==> config.mk <==
export PLATFORM = sky130hd
export DESIGN_NAME = ctl_bank
export DESIGN_NICKNAME = d
export VERILOG_FILES = /design/src/rtl/ctlbank_pkg.sv /design/src/rtl/strobe_sync.sv /design/src/rtl/reg_file.sv /design/src/rtl/clk_decode.sv /design/src/rtl/ctl_bank.sv
export SDC_FILE = /design/constraint.sdc
export NUM_CORES = 1
export LEC_CHECK = 0
export ABC_AREA = 1
export BUFFER_PORTS_ARGS = -buffer_cell sky130_fd_sc_hd__buf_2
export CORE_MARGIN = 2
export CORE_UTILIZATION = 50
export CTS_CLUSTER_DIAMETER = 80
export CTS_CLUSTER_SIZE = 28
export DETAILED_ROUTE_END_ITERATION = 10
export PLACE_DENSITY = 0.87
export SLEW_MARGIN = 20
export SYNTH_ARGS = -nofsm -noshare
export SYNTH_HDL_FRONTEND = slang
export SYNTH_HIERARCHICAL = 1
export SYNTH_SLANG_ARGS = --single-unit
==> constraint.sdc <==
create_clock -name clk -period 4.8 [get_ports clk]
set_input_delay 0.48 -clock clk [delete_from_list [all_inputs] [get_ports clk]]
set_output_delay 0.48 -clock clk [all_outputs]
set_load 0.01 [all_outputs]
==> src/rtl/ctlbank_pkg.sv <==
package ctlbank_pkg;

  localparam int BUS_W    = 8;
  localparam int NUM_REGS = 3;
  localparam int HZ_W     = 18;

  localparam int IDX_SYS = 0;
  localparam int IDX_MON = 1;
  localparam int IDX_CLK = 2;

  localparam int CODE_LSB  = 0;
  localparam int CODE_W    = 3;
  localparam int SYNC_BIT  = 3;
  localparam int WORD_BIT  = 4;
  localparam int COAX_BIT  = 5;
  localparam int IN12_BIT  = 6;
  localparam int IN34_BIT  = 7;
  localparam int MAX_RATE_CODE = 5;

  typedef enum logic [1:0] {
    EXT_NONE  = 2'd0,
    EXT_SPDIF = 2'd1,
    EXT_WC1   = 2'd2,
    EXT_WC256 = 2'd3
  } ext_mode_e;

  typedef struct packed {
    logic      ok;
    ext_mode_e mode;
  } ext_dec_t;

  function automatic logic rate_code_ok(input logic [CODE_W-1:0] code);
    return code <= CODE_W'(MAX_RATE_CODE);
  endfunction

  function automatic logic [HZ_W-1:0] rate_hz_of(input logic [CODE_W-1:0] code);
    logic [HZ_W-1:0] hz;
    case (code)
      3'd0:    hz = HZ_W'(44100);
      3'd1:    hz = HZ_W'(48000);
      3'd2:    hz = HZ_W'(88200);
      3'd3:    hz = HZ_W'(96000);
      3'd4:    hz = HZ_W'(176400);
      3'd5:    hz = HZ_W'(192000);
      default: hz = HZ_W'(44100);
    endcase
    return hz;
  endfunction

  function automatic ext_dec_t ext_decode(input logic [CODE_W-1:0] code,
                                          input logic word);
    ext_dec_t r;
    r.ok   = 1'b0;
    r.mode = EXT_NONE;
    if (code == 3'd0 && !word) begin
      r.ok   = 1'b1;
      r.mode = EXT_SPDIF;
    end else if (code == 3'd2) begin
      r.ok   = 1'b1;
      r.mode = word ? EXT_WC256 : EXT_WC1;
    end
    return r;
  endfunction

endpackage

==> src/rtl/strobe_sync.sv <==
module strobe_sync #(
  parameter int NUM_STRB    = 3,
  parameter int SYNC_STAGES = 2,
  parameter int DW          = 8
) (
  input  logic                clk,
  input  logic                rst_n,
  input  logic [NUM_STRB-1:0] strb_n,
  input  logic                oe_n,
  input  logic [DW-1:0]       data,
  output logic [NUM_STRB-1:0] rise,
  output logic                oe_s_n,
  output logic [DW-1:0]       data_s
);

  localparam int LAST = SYNC_STAGES - 1;

  logic [NUM_STRB-1:0] st_q  [SYNC_STAGES+1];
  logic                oe_q  [SYNC_STAGES];
  logic [DW-1:0]       d_q   [SYNC_STAGES];

  always_ff @(posedge clk or negedge rst_n) begin
    if (!rst_n) begin
      for (int i = 0; i <= SYNC_STAGES; i++) st_q[i] <= '1;
      for (int i = 0; i < SYNC_STAGES; i++) begin
        oe_q[i] <= 1'b1;
        d_q[i]  <= '0;
      end
    end else begin
      st_q[0] <= strb_n;
      oe_q[0] <= oe_n;
      d_q[0]  <= data;
      for (int i = 1; i <= SYNC_STAGES; i++) st_q[i] <= st_q[i-1];
      for (int i = 1; i < SYNC_STAGES; i++) begin
        oe_q[i] <= oe_q[i-1];
        d_q[i]  <= d_q[i-1];
      end
    end
  end

  genvar g;
  generate
    for (g = 0; g < NUM_STRB; g++) begin : g_edge
      assign rise[g] = st_q[LAST][g] & ~st_q[LAST+1][g];
    end
  endgenerate

  assign oe_s_n = oe_q[LAST];
  assign data_s = d_q[LAST];

endmodule

==> src/rtl/reg_file.sv <==
module reg_file #(
  parameter int NUM = 3,
  parameter int DW  = 8
) (
  input  logic                   clk,
  input  logic                   rst_n,
  input  logic [NUM-1:0]         rise,
  input  logic                   oe_s_n,
  input  logic [DW-1:0]          data_s,
  output logic [NUM-1:0]         ld,
  output logic [NUM-1:0][DW-1:0] regs
);

  assign ld = rise & {NUM{~oe_s_n}};

  genvar g;
  generate
    for (g = 0; g < NUM; g++) begin : g_reg
      always_ff @(posedge clk or negedge rst_n) begin
        if (!rst_n)     regs[g] <= '0;
        else if (ld[g]) regs[g] <= data_s;
      end
    end
  endgenerate

endmodule

==> src/rtl/clk_decode.sv <==
module clk_decode
  import ctlbank_pkg::*;
(
  input  logic             clk,
  input  logic             rst_n,
  input  logic             ld,
  input  logic [BUS_W-1:0] din,
  output logic [HZ_W-1:0]  rate_hz,
  output logic             rate_bad,
  output ext_mode_e        ext_mode,
  output logic             mode_bad
);

  logic [CODE_W-1:0] code;
  logic              sync_sel;
  ext_dec_t          dec;

  assign code     = din[CODE_LSB +: CODE_W];
  assign sync_sel = din[SYNC_BIT];

  always_comb dec = ext_decode(code, din[WORD_BIT]);

  always_ff @(posedge clk or negedge rst_n) begin
    if (!rst_n) begin
      rate_hz  <= rate_hz_of('0);
      rate_bad <= 1'b0;
      ext_mode <= EXT_NONE;
      mode_bad <= 1'b0;
    end else if (ld) begin
      if (!sync_sel) begin
        rate_bad <= !rate_code_ok(code);
        if (rate_code_ok(code)) rate_hz <= rate_hz_of(code);
        ext_mode <= EXT_NONE;
        mode_bad <= 1'b0;
      end else begin
        rate_bad <= 1'b0;
        mode_bad <= !dec.ok;
        if (dec.ok) ext_mode <= dec.mode;
      end
    end
  end

endmodule

==> src/rtl/ctl_bank.sv <==
module ctl_bank
  import ctlbank_pkg::*;
#(
  parameter int SYNC_STAGES = 2
) (
  input  logic        clk,
  input  logic        rst_n,
  input  logic [7:0]  bus_d,
  input  logic        bus_oe_n,
  input  logic        sel_sys_n,
  input  logic        sel_mon_n,
  input  logic        sel_clk_n,
  output logic [7:0]  sys_ctl,
  output logic [7:0]  mon_route,
  output logic [2:0]  rate_code,
  output logic        sync_ext,
  output logic        wc_256,
  output logic        coax_i2s,
  output logic        in12_alt,
  output logic        in34_alt,
  output logic [17:0] rate_hz,
  output logic        rate_bad,
  output logic [1:0]  ext_mode,
  output logic        mode_bad
);

  logic [NUM_REGS-1:0]            strb_n;
  logic [NUM_REGS-1:0]            rise_vec;
  logic [NUM_REGS-1:0]            ld_vec;
  logic                           oe_s_n;
  logic [BUS_W-1:0]               data_s;
  logic [NUM_REGS-1:0][BUS_W-1:0] regs;
  ext_mode_e                      mode_q;
  logic [BUS_W-1:0]               clk_byte;

  assign strb_n[IDX_SYS] = sel_sys_n;
  assign strb_n[IDX_MON] = sel_mon_n;
  assign strb_n[IDX_CLK] = sel_clk_n;

  strobe_sync #(
    .NUM_STRB   (NUM_REGS),
    .SYNC_STAGES(SYNC_STAGES),
    .DW         (BUS_W)
  ) u_sync (
    .clk   (clk),
    .rst_n (rst_n),
    .strb_n(strb_n),
    .oe_n  (bus_oe_n),
    .data  (bus_d),
    .rise  (rise_vec),
    .oe_s_n(oe_s_n),
    .data_s(data_s)
  );

  reg_file #(
    .NUM(NUM_REGS),
    .DW (BUS_W)
  ) u_regs (
    .clk   (clk),
    .rst_n (rst_n),
    .rise  (rise_vec),
    .oe_s_n(oe_s_n),
    .data_s(data_s),
    .ld    (ld_vec),
    .regs  (regs)
  );

  clk_decode u_dec (
    .clk     (clk),
    .rst_n   (rst_n),
    .ld      (ld_vec[IDX_CLK]),
    .din     (data_s),
    .rate_hz (rate_hz),
    .rate_bad(rate_bad),
    .ext_mode(mode_q),
    .mode_bad(mode_bad)
  );

  assign clk_byte  = regs[IDX_CLK];
  assign sys_ctl   = regs[IDX_SYS];
  assign mon_route = regs[IDX_MON];
  assign rate_code = clk_byte[CODE_LSB +: CODE_W];
  assign sync_ext  = clk_byte[SYNC_BIT];
  assign wc_256    = clk_byte[WORD_BIT];
  assign coax_i2s  = clk_byte[COAX_BIT];
  assign in12_alt  = clk_byte[IN12_BIT];
  assign in34_alt  = clk_byte[IN34_BIT];
  assign ext_mode  = mode_q;

endmodule

==> reports/results.ini, run 1 <==
[die]
die_h_um = 77.16
start_util_pct = 52.07
io-pin-count = 60
coreArea_um2 = 5140
die_w_um = 77.16
die-area_um2 = 5954
rows = 26

[place]
globalplace.congestion = 0.8219
hpwl_um = 3207
portBuffers = 56

[global_route]
first_global_vias = 1740
grt_max_degree = 70
antenna_found_initial = 0
grt_pass1_wl_um = 8314
grt_usage_pct = 18.43
grt.overflow.total = 0

[route]
vias_per_cell = 4.748
wl_per_cell_um = 13.14
drc = 0
dr_total_vias = 1790
routed.top_layer = met4
wl_met3_um = 275
m1WireLength_um = 2217
dr_wl_met2_um = 2384
final_antenna_net_count = 0
drt_iter0_drc = 178
drt-total-wl_um = 4955
drt-pass1-iter-count = 4

[critical_path]
crit_slowest_cell = dfstp_2
reg2reg_slack_ns = 2.79
worstPathRequired_ns = 5.02
r2r-start = u_sync/st_q[5]
end_kind = register
critPathMaxFanout = 13
startpoint_type = register
crit_chain = inv_1 -> nor2_2 -> nand2_2 -> inv_1 -> inv_2 -> nor3_4 -> inv_2 -> nand2_1 -> o21ai_2
arrival_ns = 2.24
critical_path_class = register to register
reg2reg_to = u_dec/rate_hz[16]
cp_slowest_stage_delay_ns = 0.53
rr_worst_depth = 9

[clocking]
path_clk_slew_ns = 0.07
cts-root-buf = clkbuf_8
cts.sink_count = 69
cts_buffers = 9
clk_latency_ns = 0.34
cts_resized = 0
hold_buffers = 0
cts_tree = built
cts_setup_buffers = 0
htree_levels = 3
clock_path_buffers = 2

[sta]
rsz0062_at_grt = no
period_share_pct = 41.88
setup_tns_ns = 0
skew_ns = 0.008359
slew_headroom_pct = 44.83
finalSetupViolations = 0
fin_crit_ns = 2.010
maxSlewViolCount = 0
max_freq_mhz = 497.4
hold_viol = 0
tightest_slew_ns = 0.8276

[power]
finalPower_uw = 1517
ir_drop_mv = 0.2733
leakage_uw = 0.001692
p_per_area_nw_per_um2 = 478.2

[cells_and_area]
diodes = 0
drive_above_1_share_pct = 34.53
area_growth_pct = 18.56
nets = 320

[status]
status = completed

[hold_path]
holdPathStages = 1
min_path_type = primary input to register
hold_end = u_sync/oe_q[1]
hp-start = bus_oe_n

[flow_run]
cap_viol_max_count = 0

[yosys]
syn-cell-area_um2 = 2676
post_synth.cell_area_avg_um2 = 10.71
synth_cells = 250
synth_warnings = 6

-- cell type report --
cell class,instances,area (µm²)
fill,422,1967
multi-input combinational,151,724.4
clock inverter,6,133.9
tap,70,87.58
inverter,14,55.05
timing repair buffer,57,287.8
clock buffer,10,137.6
sequential,69,1747
-- how the worst max path moves through the flow --
| stage | to | depth (start not counted) | from | slack, ns |
|---|---|---|---|---|
| 2_1_floorplan | u_dec/rate_hz[3] | 11 | u_sync/st_q[5] | 3.10 |
| 3_3_place_gp | u_dec/rate_hz[16] | 9 | u_sync/st_q[5] | 2.91 |
| 3_5_place_dp | u_dec/rate_hz[8] | 9 | u_sync/st_q[5] | 2.82 |
| 4_1_cts | u_dec/rate_hz[16] | 9 | u_sync/st_q[5] | 2.80 |
| 5_1_grt | u_dec/rate_hz[16] | 9 | u_sync/st_q[5] | 2.62 |
| 6_report | u_dec/rate_hz[16] | 9 | u_sync/st_q[5] | 2.79 |
-- sequential cells by signal, summed over array words and instances (netlist names), 2 cells and up --
name            count
u_sync/data_s       8
u_dec/ext_mode      2
u_sync/d_q          8
u_regs/regs        24
u_sync/st_q         9
u_dec/rate_hz      14
-- placed cells by master, fill, tap and decap left out --
cell type,count
conb_1,3
nor3_4,1
o21ai_2,2
buf_2,56
inv_4,1
clkbuf_8,10
nor2_1,6
a21oi_2,1
o21ai_0,3
o21ai_1,4
o21a_1,3
clkinv_1,1
inv_2,2
a22o_2,1
o22a_2,1
inv_1,10
clkinv_2,1
dfstp_2,16
dfrtp_1,53
bufinv_16,4
buf_4,1
nor2_2,3
a21oi_1,1
nand4_1,2
nand2_1,82
ha_1,4
clkinv_4,1
nand3_1,29
nand2_2,4
or2_2,1
-- per-stage QoR --
step | area [µm²] | setup WS, ns | hold slack, ns | util, % | instances
CTS | 3173 | 2.804 | 0.2113 | 61.73 | 377
floorplan | 2684 | 3.098 | 0.1844 | - | 252
finish | 3173 | 2.790 | 0.2297 | 61.73 | 377
detailed placement | 2902 | 2.821 | 0.3363 | 56.45 | 361
global placement | 2902 | 2.907 | 0.3327 | 56.45 | 361
global route | 3173 | 2.617 | 0.2075 | 61.73 | 377
-- metal layers --
layer / vias to the layer above / GRT usage (%)
met2: 54 / 27.13
met5: - / 0
met3: 6 / 6.471
met4: 0 / 8.571
li1: 888 / -
met1: 842 / 24.54
-- worst max-delay path: cells and delay by family (launching register included) --
kind,cells,cell delay [ns]
AND/OR/NAND/NOR,4,0.82
flip-flops,1,0.53
buffers and inverters,4,0.48
AO/OA/AOI/OAI,1,0.05
-- report_power, final --
part           switching [µW]  leakage, µW  internal [µW]
clock                     213     0.000136            412
combinational             113     0.000728           77.6
sequential               42.3     0.000827            660
(Power assumes the default switching activity.)
==> inputs of run 2 (changes only) <==
==> constraint.sdc (replaced) <==
create_clock -name clk -period 2.05 [get_ports clk]
set_input_delay 0.205 -clock clk [delete_from_list [all_inputs] [get_ports clk]]
set_output_delay 0.205 -clock clk [all_outputs]
set_load 0.01 [all_outputs]
==> run 2 against run 1 <==
Flip-flop and latch count did not move. Clock power rose by 44%. Register-to-register slack got worse by 2.5 ns. Final cell count rose by 4.0%. Critical path type unchanged. Non-clock buffer count rose by 15. Core utilization rose by 0.88 points. Sequential power rose by 130%. Via count rose by 3.5%.
==> reports/results.ini, run 2 (same netlist as run 1, synthesis figures left out) <==
[status]
status = completed

[cells_and_area]
fillers = 430
largest_registers = u_regs/regs: 24 flops, u_dec/rate_hz: 14 flops, u_sync/st_q: 9 flops
nets = 335
largest_register_ffs = 24
regMostFlops = u_regs/regs
layout_common_cells = 82 x nand2_1, 56 x buf_2, 53 x dfrtp_1
final_common_cell = nand2_1
stdcell_count = 392
area_growth_pct = 20.24
diodes = 0
drive_above_1_share_pct = 32.92

[critical_path]
startpoint_type = register
reg2reg_to = u_dec/rate_hz[9]
end_kind = register
critical_path_class = register to register
rr_worst_depth = 9
r2r-start = u_sync/st_q[5]
arrival_ns = 1.98
startpoint = u_sync/st_q[5]
critPathMaxFanout = 13
worstPathRequired_ns = 2.27
reg2reg_slack_ns = 0.29

[global_route]
met1_usage_pct = 24.44
grt-busiest-layer = met2
grt_use_met2_pct = 27.04
grtUsageMet3_pct = 4.706
first_global_vias = 1738
antenna_found_initial = 0
grt_max_degree = 70
grt_pass1_wl_um = 8349
grt.overflow.total = 0
grt_usage_pct = 18.21

[route]
drc = 0
drt-pass1-iter-count = 4
drt_iter0_drc = 210
wl_per_cell_um = 12.41
vias_per_cell = 4.727
dr_total_vias = 1853
drt-total-wl_um = 4865
final_antenna_net_count = 0

[place]
portBuffers = 56
globalplace.congestion = 0.8003
hpwl_um = 3252
placed_cells = 363

[die]
io-pin-count = 60
die_h_um = 77.16
die-area_um2 = 5954
start_util_pct = 52.07
rows = 26
die_w_um = 77.16
coreArea_um2 = 5140

[power]
power_frac_comb_pct = 15.6
ir_drop_mv = 0.5325
finalPower_uw = 3011
pwr-share-clk_pct = 29.9
seqPwrFrac_pct = 54.5
p_per_area_nw_per_um2 = 935.6
switching_share_pct = 27.63
leakage_uw = 0.001707
internal_power_uw = 2179
switching_power_uw = 832.0

[hold_path]
hp-start = u_sync/d_q[10]
holdPathStages = 0
hold_end = u_sync/data_s[2]
min_path_type = register to register

[clocking]
cts_buffers = 9
clk_latency_ns = 0.34
htree_levels = 3
clock_path_buffers = 2
cts_tree = built
cts.sink_count = 69
cts_setup_buffers = 0
path_clk_slew_ns = 0.07
cts-root-buf = clkbuf_8

[sta]
skew_ns = 0.008965
period_share_pct = 85.93
max_freq_mhz = 567.7
rsz0062_at_grt = no
setup_tns_ns = 0
finalSetupViolations = 0
maxSlewViolCount = 0
fin_crit_ns = 1.762
hold_viol = 0

[flow_run]
cap_viol_max_count = 0

## run 2: worst max-delay path: stages, from the launching register on
cell     delay [ns]
dfstp_2        0.53
inv_1          0.04
nor2_2         0.10
nand2_2        0.14
inv_1          0.15
inv_2          0.08
nor3_4         0.24
inv_2          0.18
nand2_1        0.10
o21ai_1        0.06
## run 2: per-layer routing
layer  wire length [µm]  up-vias
li1                   -      916
met3                266        8
met2               2308       56
met4                 74        0
met5                  0        -
met1               2216      873
## run 2: what timing repair did
action / in CTS / in global routing
gates resized for setup: 0 / 0
setup endpoints to repair: 0 / 0
hold buffers: 13 / 0
hold endpoints to repair: 65 / 0
## run 2: how the worst max path moves through the flow
stage | slack [ns] | depth (start not counted) | endpoint
CTS | 0.30 | 9 | u_dec/rate_hz[9]
global route | 0.12 | 9 | u_dec/rate_hz[3]
finish | 0.29 | 9 | u_dec/rate_hz[9]
global placement | 0.37 | 9 | u_dec/rate_hz[16]
detailed placement | 0.32 | 9 | u_dec/rate_hz[9]
floorplan | 0.35 | 11 | u_dec/rate_hz[3]
## run 2: final cells by class
type / count / area [µm²] / area share, %
clock buffers: 11 / 131.4 / 4.082
clock inverters: 5 / 27.53 / 0.8554
inverters: 14 / 55.05 / 1.711
multi-input cells: 151 / 724.4 / 22.51
flip-flops and latches: 69 / 1747 / 54.28
well taps: 70 / 87.58 / 2.722
repair buffers: 72 / 445.4 / 13.84
## run 2: per-stage QoR
step / setup slack, ns / utilization, % / hold slack [ns] / cell area (µm²)
2_1_floorplan: 0.3482 / - / -0.09059 / 2684
3_3_place_gp: 0.3695 / 56.99 / 0.2429 / 2929
3_5_place_dp: 0.3164 / 56.99 / 0.2482 / 2929
4_1_cts: 0.2963 / 62.61 / 0.3498 / 3218
5_1_grt: 0.1240 / 62.61 / 0.3514 / 3218
6_report: 0.2884 / 62.61 / 0.3478 / 3218
## run 2: power by group through the flow
stage | clock network, µW | registers (µW) | logic (µW)
6_report | 899 | 1640 | 470
5_1_grt | 978 | 1660 | 525
4_1_cts | 914 | 1640 | 474
3_5_place_dp | 0 | 1670 | 454
3_3_place_gp | 0 | 1660 | 440
2_1_floorplan | 0 | 1710 | 212
==> inputs of run 3 (changes only) <==
--- a/config.mk
+++ b/config.mk
@@ -8,11 +8,11 @@
 export ABC_AREA = 1
 export BUFFER_PORTS_ARGS = -buffer_cell sky130_fd_sc_hd__buf_2
 export CORE_MARGIN = 2
-export CORE_UTILIZATION = 50
+export CORE_UTILIZATION = 53
 export CTS_CLUSTER_DIAMETER = 80
 export CTS_CLUSTER_SIZE = 28
 export DETAILED_ROUTE_END_ITERATION = 10
-export PLACE_DENSITY = 0.87
+export PLACE_DENSITY = 0.9
 export SLEW_MARGIN = 20
 export SYNTH_ARGS = -nofsm -noshare
 export SYNTH_HDL_FRONTEND = slang
==> run 3 against run 2 <==
Non-clock buffer count decreased by 1. Hold slack barely moved. Routed wire length up 5.6%. Global-route usage is 1.7 points higher. Final cell count fell by 1.0%. Sequential power about the same. Total power increased by 9.3%. Combinational power barely moved.
==> reports/results.ini, run 3 (same netlist as run 1, synthesis figures left out) <==
[sta]
setup_slack_ns = 0.2780
slew_headroom_pct = 58.99
skew_ns = 0.008557
rsz0062_at_grt = no
setup_tns_ns = 0
fin_hold_ws_ns = 0.3482
max_freq_mhz = 564.3
fin_crit_ns = 1.772
maxSlewViolCount = 0
tightest_slew_ns = 0.6151
finalSetupViolations = 0
hold_viol = 0
period_share_pct = 86.44

[global_route]
grt_usage_pct = 19.86
antenna_found_initial = 0
first_global_vias = 1726
grt_max_degree = 44
grt_pass1_wl_um = 8024
grt.overflow.total = 0

[critical_path]
crit_chain = inv_1 -> nor2_2 -> nand2_2 -> inv_1 -> inv_2 -> nor3_4 -> inv_2 -> nand2_1 -> o21ai_1
reg2reg_slack_ns = 0.28
reg2reg_to = u_dec/rate_hz[4]
startpoint = u_sync/st_q[5]
cp_slowest_stage_delay_ns = 0.53
critPathMaxFanout = 13
startpoint_type = register
crit_path_end = u_dec/rate_hz[4]
r2r-start = u_sync/st_q[5]
critical_path_class = register to register
worstPathRequired_ns = 2.27
rr_worst_depth = 9
crit_slowest_cell = dfstp_2
arrival_ns = 1.99
end_kind = register

[place]
placed_cells = 359
hpwl_um = 3311
globalplace.congestion = 0.8199
portBuffers = 56
post-place-ws_ns = 0.2971

[status]
status = completed

[clocking]
cts_buffers = 9
path_clk_slew_ns = 0.07
cts_resized = 0
htree_levels = 3
cts-root-buf = clkbuf_8
clk_latency_ns = 0.34
cts.sink_count = 69
clock_path_buffers = 2
cts_setup_buffers = 0
cts_tree = built

[cells_and_area]
regMostFlops = u_regs/regs
fillers = 346
largest_register_ffs = 24
layout_common_cells = 82 x nand2_1, 56 x buf_2, 53 x dfrtp_1
drive_above_1_share_pct = 33.02
final-seq-area_um2 = 1747
largest_registers = u_regs/regs: 24 flops, u_dec/rate_hz: 14 flops, u_sync/st_q: 9 flops
stdcell_count = 388
diodes = 0
nets = 334
final_common_cell = nand2_1
utilization_pct = 68.18
area_growth_pct = 21.93
multi_input_area_um2 = 724.4

[route]
drt-pass1-iter-count = 4
drt-total-wl_um = 5136
vias_per_cell = 4.879
wl_per_cell_um = 13.24
drc = 0
drt_iter0_drc = 175
final_antenna_net_count = 0
dr_total_vias = 1893

[die]
start_util_pct = 55.92
die_h_um = 75.06
io-pin-count = 60
die_w_um = 75.06
rows = 25
die-area_um2 = 5634
coreArea_um2 = 4786

[power]
ir_drop_mv = 0.6488
leakage_uw = 0.001730
p_per_area_nw_per_um2 = 1008

[flow_run]
cap_viol_max_count = 0

[hold_path]
hp-start = u_sync/d_q[12]
min_path_type = register to register
holdPathStages = 0

[run 3: cell count changes in the layout (fill, tap and decap cells not counted), sizes merged]
cell,previous run,this run
buf,59,58
bufinv,0,2
clkbuf,11,10
clkinvlp,1,0
[run 3: cell type report]
cell class / count / share of cell area (%)
Sequential cell: 69 / 53.53
Multi-Input combinational cell: 151 / 22.20
Timing Repair Buffer: 71 / 13.42
Clock buffer: 10 / 3.911
Clock inverter: 6 / 2.684
Tap cell: 67 / 2.569
Inverter: 14 / 1.687
[run 3: stage by stage]
| stage | total power (µW) | cell area (µm²) |
|---|---|---|
| after global placement | 2100 | 2918 |
| after detailed placement | 2119 | 2918 |
| after floorplan | 1920 | 2684 |
| after global routing | 3452 | 3263 |
| final | 3290 | 3263 |
| after CTS | 3317 | 3263 |
[run 3: worst min path at each step]
stage / endpoint / slack, ns
floorplan: u_dec/ext_mode[0] / -0.09
global placement: u_sync/d_q[15] / 0.24
detailed placement: u_sync/d_q[15] / 0.25
CTS: u_sync/data_s[3] / 0.35
global route: u_sync/data_s[2] / 0.36
finish: u_sync/data_s[4] / 0.35
[run 3: layer usage]
metal | wire length [µm] | vias to the layer above | track usage, %
li1 | - | 918 | -
met1 | 2213 | 892 | 27.14
met2 | 2490 | 68 | 29.24
met3 | 319 | 15 | 4.819
met4 | 113 | 0 | 11.31
met5 | 0 | - | 0
[run 3: repair_timing]
item | 4_1_cts | 5_1_grt
endpoints found under the setup margin | 0 | 0
endpoints found under the hold margin | 35 | 0
hold buffers | 13 | 0
[run 3: report_power, final]
part           switching, µW  internal (µW)
combinational            268            202
sequential              98.4           1540
clock                    493            685
[run 3: critical path, delay by kind of cell (launching register included)]
| kind | cells | cell delay, ns |
|---|---|---|
| compound gates | 1 | 0.06 |
| buf+inv | 4 | 0.47 |
| flops | 1 | 0.53 |
| simple gates | 4 | 0.58 |
